File: src/rtl/tlt_pkg.sv
package tlt_pkg;

  typedef enum logic [1:0] {
    CLS_PERIODIC = 2'b00,
    CLS_ONESHOT  = 2'b01,
    CLS_MONO     = 2'b10,
    CLS_RSVD     = 2'b11
  } tlt_cls_e;

  // Decoded per-cycle control derived from mode and trigger state
  typedef struct packed {
    logic hold;      // no operation this cycle
    logic periodic;  // free-running class
    logic gate;      // periodic: counting permitted
    logic edge_rst;  // edge driven restart from 00h
    logic lvl_rst;   // level driven hold at 00h
    logic start;     // run start condition (one-shot / monostable)
    logic clr_on;    // completion clears the enable
  } tlt_ctl_t;

endpackage

File: src/rtl/tlt_trig_sync.sv
module tlt_trig_sync #(
  parameter int STAGES = 2
) (
  input  logic clk,
  input  logic rst_n,
  input  logic ext_i,
  input  logic dbg_i,
  output logic lvl_o,
  output logic rise_o,
  output logic fall_o
);

  localparam int LAST = STAGES - 1;

  logic [STAGES-1:0] chain_q;
  logic              prev_q;
  logic              smp;

  generate
    for (genvar g = 0; g < STAGES; g++) begin : g_stage
      if (g == 0) begin : g_first
        always_ff @(posedge clk or negedge rst_n) begin
          if (!rst_n) chain_q[g] <= 1'b0;
          else        chain_q[g] <= ext_i;
        end
      end else begin : g_next
        always_ff @(posedge clk or negedge rst_n) begin
          if (!rst_n) chain_q[g] <= 1'b0;
          else        chain_q[g] <= chain_q[g-1];
        end
      end
    end
  endgenerate

  assign smp = chain_q[LAST];

  // previous accepted sample; frozen while debug is active
  always_ff @(posedge clk or negedge rst_n) begin
    if (!rst_n)      prev_q <= 1'b0;
    else if (!dbg_i) prev_q <= smp;
  end

  always_comb begin
    lvl_o  = dbg_i ? prev_q : smp;
    rise_o = !dbg_i &&  smp && !prev_q;
    fall_o = !dbg_i && !smp &&  prev_q;
  end

endmodule

File: src/rtl/tlt_mode_dec.sv
module tlt_mode_dec
  import tlt_pkg::*;
(
  input  logic [4:0] mode_i,
  input  logic       lvl_i,
  input  logic       rise_i,
  input  logic       fall_i,
  output tlt_ctl_t   ctl_o
);

  tlt_cls_e   cls;
  logic [2:0] sub;
  logic       any_edge;

  assign cls      = tlt_cls_e'(mode_i[4:3]);
  assign sub      = mode_i[2:0];
  assign any_edge = rise_i | fall_i;

  always_comb begin
    ctl_o = '0;
    unique case (cls)
      CLS_PERIODIC: begin
        ctl_o.periodic = 1'b1;
        ctl_o.gate     = 1'b1;
        unique case (sub)
          3'b001:  ctl_o.gate     = lvl_i;
          3'b010:  ctl_o.gate     = !lvl_i;
          3'b011:  ctl_o.edge_rst = any_edge;
          3'b100:  ctl_o.edge_rst = rise_i;
          3'b101:  ctl_o.edge_rst = fall_i;
          3'b110:  ctl_o.lvl_rst  = !lvl_i;
          3'b111:  ctl_o.lvl_rst  = lvl_i;
          default: ctl_o.gate     = 1'b1;
        endcase
      end
      CLS_ONESHOT: begin
        ctl_o.clr_on = 1'b1;
        unique case (sub)
          3'b000: ctl_o.start = 1'b1;
          3'b001: ctl_o.start = rise_i;
          3'b010: ctl_o.start = fall_i;
          3'b011: ctl_o.start = any_edge;
          3'b100: begin ctl_o.start = rise_i; ctl_o.edge_rst = rise_i; end
          3'b101: begin ctl_o.start = fall_i; ctl_o.edge_rst = fall_i; end
          3'b110: begin ctl_o.start = rise_i; ctl_o.lvl_rst  = !lvl_i; end
          default: begin ctl_o.start = fall_i; ctl_o.lvl_rst = lvl_i; end
        endcase
      end
      CLS_MONO: begin
        unique case (sub)
          3'b001: ctl_o.start = rise_i;
          3'b010: ctl_o.start = fall_i;
          3'b011: ctl_o.start = any_edge;
          3'b110: begin
            ctl_o.start   = lvl_i;
            ctl_o.lvl_rst = !lvl_i;
            ctl_o.clr_on  = 1'b1;
          end
          3'b111: begin
            ctl_o.start   = !lvl_i;
            ctl_o.lvl_rst = lvl_i;
            ctl_o.clr_on  = 1'b1;
          end
          default: ctl_o.hold = 1'b1;
        endcase
      end
      default: ctl_o.hold = 1'b1;
    endcase
  end

endmodule

File: src/rtl/tlt_count_core.sv
module tlt_count_core
  import tlt_pkg::*;
#(
  parameter int CW = 8
) (
  input  logic          clk,
  input  logic          rst_n,
  input  logic          on_set_i,
  input  logic          on_clr_i,
  input  logic [CW-1:0] limit_i,
  input  tlt_ctl_t      ctl_i,
  output logic [CW-1:0] count_o,
  output logic          wrap_o,
  output logic          on_o
);

  localparam logic [CW-1:0] CNT_ZERO = '0;
  localparam logic [CW-1:0] CNT_ONE  = {{(CW-1){1'b0}}, 1'b1};

  logic [CW-1:0] cnt_q, cnt_d;
  logic          act_q, act_d;
  logic          on_q, on_d;
  logic          wrap_q, wrap_d;
  logic          cnt_en, act_en;
  logic          at_limit;
  logic          done;

  assign at_limit = (cnt_q == limit_i);

  // next-state
  always_comb begin
    cnt_d  = cnt_q;
    act_d  = act_q;
    wrap_d = 1'b0;
    done   = 1'b0;
    if (!on_q) begin
      act_d = 1'b0;
    end else if (ctl_i.hold) begin
      act_d = act_q;
    end else if (ctl_i.periodic) begin
      if (ctl_i.lvl_rst || ctl_i.edge_rst) begin
        cnt_d = CNT_ZERO;
      end else if (ctl_i.gate) begin
        if (at_limit) begin
          cnt_d  = CNT_ZERO;
          wrap_d = 1'b1;
        end else begin
          cnt_d = cnt_q + CNT_ONE;
        end
      end
    end else begin
      if (ctl_i.lvl_rst) begin
        cnt_d = CNT_ZERO;
        act_d = 1'b0;
      end else if (ctl_i.edge_rst) begin
        cnt_d = CNT_ZERO;
        act_d = 1'b1;
      end else if (act_q) begin
        if (at_limit) begin
          cnt_d  = CNT_ZERO;
          act_d  = 1'b0;
          wrap_d = 1'b1;
          done   = 1'b1;
        end else begin
          cnt_d = cnt_q + CNT_ONE;
        end
      end else if (ctl_i.start) begin
        act_d = 1'b1;
      end
    end

    if (on_clr_i)                   on_d = 1'b0;
    else if (done && ctl_i.clr_on)  on_d = 1'b0;
    else if (on_set_i)              on_d = 1'b1;
    else                            on_d = on_q;
  end

  assign cnt_en = (cnt_d != cnt_q);
  assign act_en = (act_d != act_q);

  // registers
  always_ff @(posedge clk or negedge rst_n) begin
    if (!rst_n) begin
      cnt_q  <= CNT_ZERO;
      act_q  <= 1'b0;
      on_q   <= 1'b0;
      wrap_q <= 1'b0;
    end else begin
      if (cnt_en) cnt_q <= cnt_d;
      if (act_en) act_q <= act_d;
      on_q   <= on_d;
      wrap_q <= wrap_d;
    end
  end

  assign count_o = cnt_q;
  assign wrap_o  = wrap_q;
  assign on_o    = on_q;

  AST_WRAP_AT_ZERO: assert property (@(posedge clk) disable iff (!rst_n)
    wrap_q |-> (cnt_q == CNT_ZERO));

  AST_OFF_HOLDS: assert property (@(posedge clk) disable iff (!rst_n)
    !on_q |=> $stable(cnt_q));

  AST_RSVD_HOLDS: assert property (@(posedge clk) disable iff (!rst_n)
    ctl_i.hold |=> $stable(cnt_q));

  AST_ONESHOT_DROPS_ON: assert property (@(posedge clk) disable iff (!rst_n)
    (on_q && act_q && at_limit && !ctl_i.hold && !ctl_i.periodic && ctl_i.clr_on
     && !ctl_i.lvl_rst && !ctl_i.edge_rst)
    |=> (!on_q && cnt_q == CNT_ZERO && wrap_q));

  AST_MONO_KEEPS_ON: assert property (@(posedge clk) disable iff (!rst_n)
    (on_q && act_q && at_limit && !ctl_i.hold && !ctl_i.periodic && !ctl_i.clr_on
     && !ctl_i.lvl_rst && !ctl_i.edge_rst && !on_clr_i)
    |=> (on_q && cnt_q == CNT_ZERO));

endmodule

File: src/rtl/trig_limit_timer.sv
module trig_limit_timer
  import tlt_pkg::*;
#(
  parameter int CW          = 8,
  parameter int SYNC_STAGES = 2
) (
  input  logic          clk,
  input  logic          rst_n,
  input  logic          on_set_i,
  input  logic          on_clr_i,
  input  logic [CW-1:0] limit_i,
  input  logic [4:0]    mode_i,
  input  logic          ext_i,
  input  logic          dbg_i,
  output logic [CW-1:0] count_o,
  output logic          wrap_o,
  output logic          on_o
);

  logic     trig_lvl, trig_rise, trig_fall;
  tlt_ctl_t ctl;

  tlt_trig_sync #(.STAGES(SYNC_STAGES)) u_sync (
    .clk    (clk),
    .rst_n  (rst_n),
    .ext_i  (ext_i),
    .dbg_i  (dbg_i),
    .lvl_o  (trig_lvl),
    .rise_o (trig_rise),
    .fall_o (trig_fall)
  );

  tlt_mode_dec u_dec (
    .mode_i (mode_i),
    .lvl_i  (trig_lvl),
    .rise_i (trig_rise),
    .fall_i (trig_fall),
    .ctl_o  (ctl)
  );

  tlt_count_core #(.CW(CW)) u_core (
    .clk      (clk),
    .rst_n    (rst_n),
    .on_set_i (on_set_i),
    .on_clr_i (on_clr_i),
    .limit_i  (limit_i),
    .ctl_i    (ctl),
    .count_o  (count_o),
    .wrap_o   (wrap_o),
    .on_o     (on_o)
  );

  AST_DBG_NO_EDGE: assert property (@(posedge clk) disable iff (!rst_n)
    dbg_i |-> !(trig_rise || trig_fall));

endmodule

File: config.mk
export PLATFORM = sky130hd
export DESIGN_NAME = trig_limit_timer
export DESIGN_NICKNAME = d
export VERILOG_FILES = /design/src/rtl/tlt_pkg.sv /design/src/rtl/tlt_trig_sync.sv /design/src/rtl/tlt_mode_dec.sv /design/src/rtl/tlt_count_core.sv /design/src/rtl/trig_limit_timer.sv
export SDC_FILE = /design/constraint.sdc
export NUM_CORES = 1
export LEC_CHECK = 0
export BUFFER_PORTS_ARGS = -buffer_cell sky130_fd_sc_hd__buf_2
export CORE_MARGIN = 3
export CORE_UTILIZATION = 56
export CTS_CLUSTER_SIZE = 40
export DETAILED_ROUTE_END_ITERATION = 10
export PLACE_DENSITY_LB_ADDON = 0.08
export SETUP_SLACK_MARGIN = 0.15
export SKIP_LAST_GASP = 1
export SLEW_MARGIN = 20
export SYNTH_ARGS = -nofsm -noshare
export SYNTH_HDL_FRONTEND = slang
export SYNTH_HIERARCHICAL = 1
export SYNTH_SLANG_ARGS = --single-unit
File: constraint.sdc
create_clock -name clk -period 3.9 [get_ports clk]
set_input_delay 0.195 -clock clk [delete_from_list [all_inputs] [get_ports clk]]
set_output_delay 0.195 -clock clk [all_outputs]
set_load 0.02 [all_outputs]
==> results.sh <==
export IMPL_drive_gt1_frac=0.291
export IMPL_port_buffer_count=28
export IMPL_num_antenna_cells=0
export IMPL_grtUsageTotal=0.190
export IMPL_top_family_by_delay_on_critical_path="simple AND/OR/NAND/NOR gates"
export IMPL_netlist_top_cells_area="dfrtp_1 (30%), xor2_1 (6.1%), ha_1 (5.4%)"
export IMPL_critical_path_depth=9
export IMPL_timing_fmax_ghz=0.404
export IMPL_worst_r2r_path_depth=9
export IMPL_critical_path_endpoint_type="register"
export IMPL_crit_start="u_sync/smp"
export IMPL_crit_reg2reg_launch="u_sync/smp"
export IMPL_timing_final_ws_setup_ns=1.42
export IMPL_number_of_global_route_vias_before_repair=925
export IMPL_synth_edf_count=0
export IMPL_power_frac_seq=0.469
export IMPL_yosys_warnings=6
export IMPL_fin_skew_ns=0.00588
export IMPL_setup_tns_final_ns=0
export IMPL_tightestPinTransition_ns=0.563
export IMPL_synth_largest_area_cell="dfrtp_1"
export IMPL_synth_seq_cells=14
export IMPL_dp_slack_ns=1.48
export IMPL_cp_start_kind="register"
export IMPL_timing_reg2reg_setup_slack_ns=1.42
export IMPL_fin_nets=183
export IMPL_min_path_type="in2reg"
export IMPL_die_width_um=51.4
export IMPL_routed_wire_per_std_cell_um=12.9
export IMPL_final_fill_count=153
export IMPL_combinationalPowerShare=0.217
export IMPL_ant_nets=0
export IMPL_clock_tree_from_tritoncts="built"
export IMPL_crit_end="u_core/count_o[5]"
export IMPL_crit_path_top_delay_cell="nor3_1"
export IMPL_run_status="completed"
export IMPL_cpPeakStageDelay_ns=0.44
export IMPL_drt_iter0_drc=25
export IMPL_drt_pass1_iter_count=4
export IMPL_synthFlopType="dfrtp_1"
export IMPL_top_level_ports=29
export IMPL_core_area_mm2=0.00184
export IMPL_grt_start_max_net_pins=15
export IMPL_core_rowCount=15
export IMPL_critPathArrivalTime_ns=2.65
export IMPL_critical_path_cell_chain="mux2_4, xnor2_2, nand3_1, nor3_1, nor4b_4, and2_1, or2_2, a31oi_1, o21ai_1"
export IMPL_vias=1059
export IMPL_rsz0062_at_grt="no"
export IMPL_tritoncts_num_buffers=3
export IMPL_reg2reg_to="u_core/count_o[5]"
export IMPL_max_cap_viol_count=0
export IMPL_clock_insertion_delay_worst_skew_ns=0.28
export IMPL_first_pass_grt_wire_length_mm=3.88
export IMPL_finalSetupViolations=0
export IMPL_synth_cell_type_count=45
export IMPL_power_switching_mw=0.0906
export IMPL_synthDominantCellAreaShare=0.304
export IMPL_grt_antenna_before_repair=0
export IMPL_min_period_ns=2.48
export IMPL_initial_util=0.627
export IMPL_switching_share=0.276
export IMPL_post_route_drc_count=0
export IMPL_globalRoute_totalOverflow=0
export IMPL_final_max_slew_viol_count=0
export IMPL_worstSetupPathType="reg2reg"
export IMPL_asyncSetResetFlopFracSynth=1.00
export IMPL_gp_congestion=0.844
export IMPL_cts_setup_buffers=0
export IMPL_totalWireLength_mm=2.36
export IMPL_synthesis_area_per_instance_um2=8.93
export IMPL_synth_seq_area_share=0.304
export IMPL_clockBufferDepth=2
export IMPL_worstPathRequired_ns=4.07
export IMPL_crit_fanout=7
export IMPL_syn_to_final_growth_pct=15.5
export IMPL_period_share=0.635
export IMPL_clock_tree_htree_level_count=1
export IMPL_cell_internal_pwr_mw=0.238
export IMPL_power_share_clock=0.313
export IMPL_chipHeight_um=51.4
export IMPL_total_leakage_power_nw=0.620
export IMPL_timing_hold_violations_final=0
export IMPL_cts_hold_buffers=1
export IMPL_worst_path_buf_inv=0
export IMPL_tritoncts_num_sinks=14
export IMPL_synthesis_nets=153
export IMPL_syn_inst=129
export IMPL_slew_limit_headroom=0.624
export IMPL_fin_total_pwr_mw=0.328
export IMPL_power_density_mw_per_mm2=247
export IMPL_vdd_drop_max_uv=229
export IMPL_vias_per_cell=5.79
export IMPL_clkTransAtPathRegs_ns=0.08
export IMPL_dpl_hpwl_mm=1.80
export IMPL_die_area_mm2=0.00264
export IMPL_synthesized_area_mm2=0.00115
export IMPL_clockRootBuffer="clkbuf_4"
export IMPL_post_cts_resized=0
-- how the worst min path moves through the flow --
stage	cells past startpoint	to	slack [ns]	startpoint
after floorplan	0	u_core/act_q	-0.10	rst_n
after global placement	1	u_core/count_o[3]	0.10	rst_n
after detailed placement	1	u_core/count_o[0]	0.11	rst_n
after CTS	1	u_sync/chain_q[0]	0.02	ext_i
after global routing	1	u_sync/chain_q[0]	0.01	ext_i
final	1	u_sync/chain_q[0]	0.02	ext_i
-- Yosys cell counts (3+ instances only) --
cell type  instances
a31oi_1            3
nor2b_1            4
inv_1              6
o21ai_0            6
dfrtp_1           14
a21oi_1            7
nor2_1             9
nor3_1             5
and3_1             3
buf_6              3
nand2_1           10
ha_1               5
nand2b_1           3
nand3_1            6
xor2_1             8
-- logic make-up (layout without fill, tap and decap cells) --
| group | Yosys count | count (layout) | share of synthesized area |
|---|---|---|---|
| buf+inv | 10 | 39 | 0.0532 |
| simple gates | 57 | 57 | 0.286 |
| compound gates | 32 | 32 | 0.206 |
| mux | 2 | 2 | 0.0217 |
| xor+xnor | 9 | 9 | 0.0749 |
| fa+ha+maj | 5 | 5 | 0.0543 |
| flops | 14 | 14 | 0.304 |
-- placed cells by master, fill, tap and decap left out, types with 4 or more instances in the layout --
cell / synthesis / layout
dfrtp_1: 14 / 14
nor3_1: 5 / 5
nor2b_1: 4 / 4
buf_2: 1 / 28
nand2_1: 10 / 10
xor2_1: 8 / 8
a21oi_1: 7 / 7
nor2_1: 9 / 9
o21ai_0: 6 / 6
nand3_1: 6 / 6
inv_1: 6 / 6
ha_1: 5 / 5
-- state kept, by name (all words and copies together), names as in the netlist --
signal	flops
u_core/on_o	1
u_core/act_q	1
u_core/count_o	8
u_sync/chain_q	1
u_sync/prev_q	1
u_core/wrap_o	1
u_sync/smp	1
-- through the flow --
step                      utilization  hold slack [ns]  std cells  instance area, um2
after CTS                       0.724           0.0167        183                1330
after global placement          0.699            0.101        178                1280
after detailed placement        0.699            0.105        178                1280
after floorplan                     -           -0.101        129                1150
final                           0.724           0.0197        183                1330
after global routing            0.724           0.0117        183                1330
-- power by group through the flow --
stage / logic (mW) / clock network (mW) / registers, mW
6_report: 0.0714 / 0.103 / 0.154
3_5_place_dp: 0.0698 / 0 / 0.157
5_1_grt: 0.0790 / 0.112 / 0.155
4_1_cts: 0.0710 / 0.105 / 0.154
3_3_place_gp: 0.0682 / 0 / 0.157
2_1_floorplan: 0.0475 / 0 / 0.159
-- cell type report --
| class | instances | area [um2] | share of cell area |
|---|---|---|---|
| multi-input cells | 105 | 741 | 0.556 |
| flip-flops and latches | 14 | 350 | 0.263 |
| repair buffers | 29 | 150 | 0.113 |
| clock buffers | 4 | 36.3 | 0.0273 |
| well taps | 25 | 31.3 | 0.0235 |
| inverters | 6 | 22.5 | 0.0169 |
-- worst reg2reg max path: stages, from the launching register on --
cell     delay (ns)
dfrtp_1        0.39
mux2_4         0.31
xnor2_2        0.19
nand3_1        0.12
nor3_1         0.44
nor4b_4        0.14
and2_1         0.22
or2_2          0.33
a31oi_1        0.17
o21ai_1        0.08
-- per-layer routing --
layer  share of wire  vias to the layer above  global-route usage
met2            0.50                       29               0.335
met4           0.021                        0              0.0786
li1                -                      523                   -
met1            0.44                      501               0.230
met5               0                        -                   0
met3           0.040                        6              0.0262
Note: power is estimated with default switching activity, not from simulation.
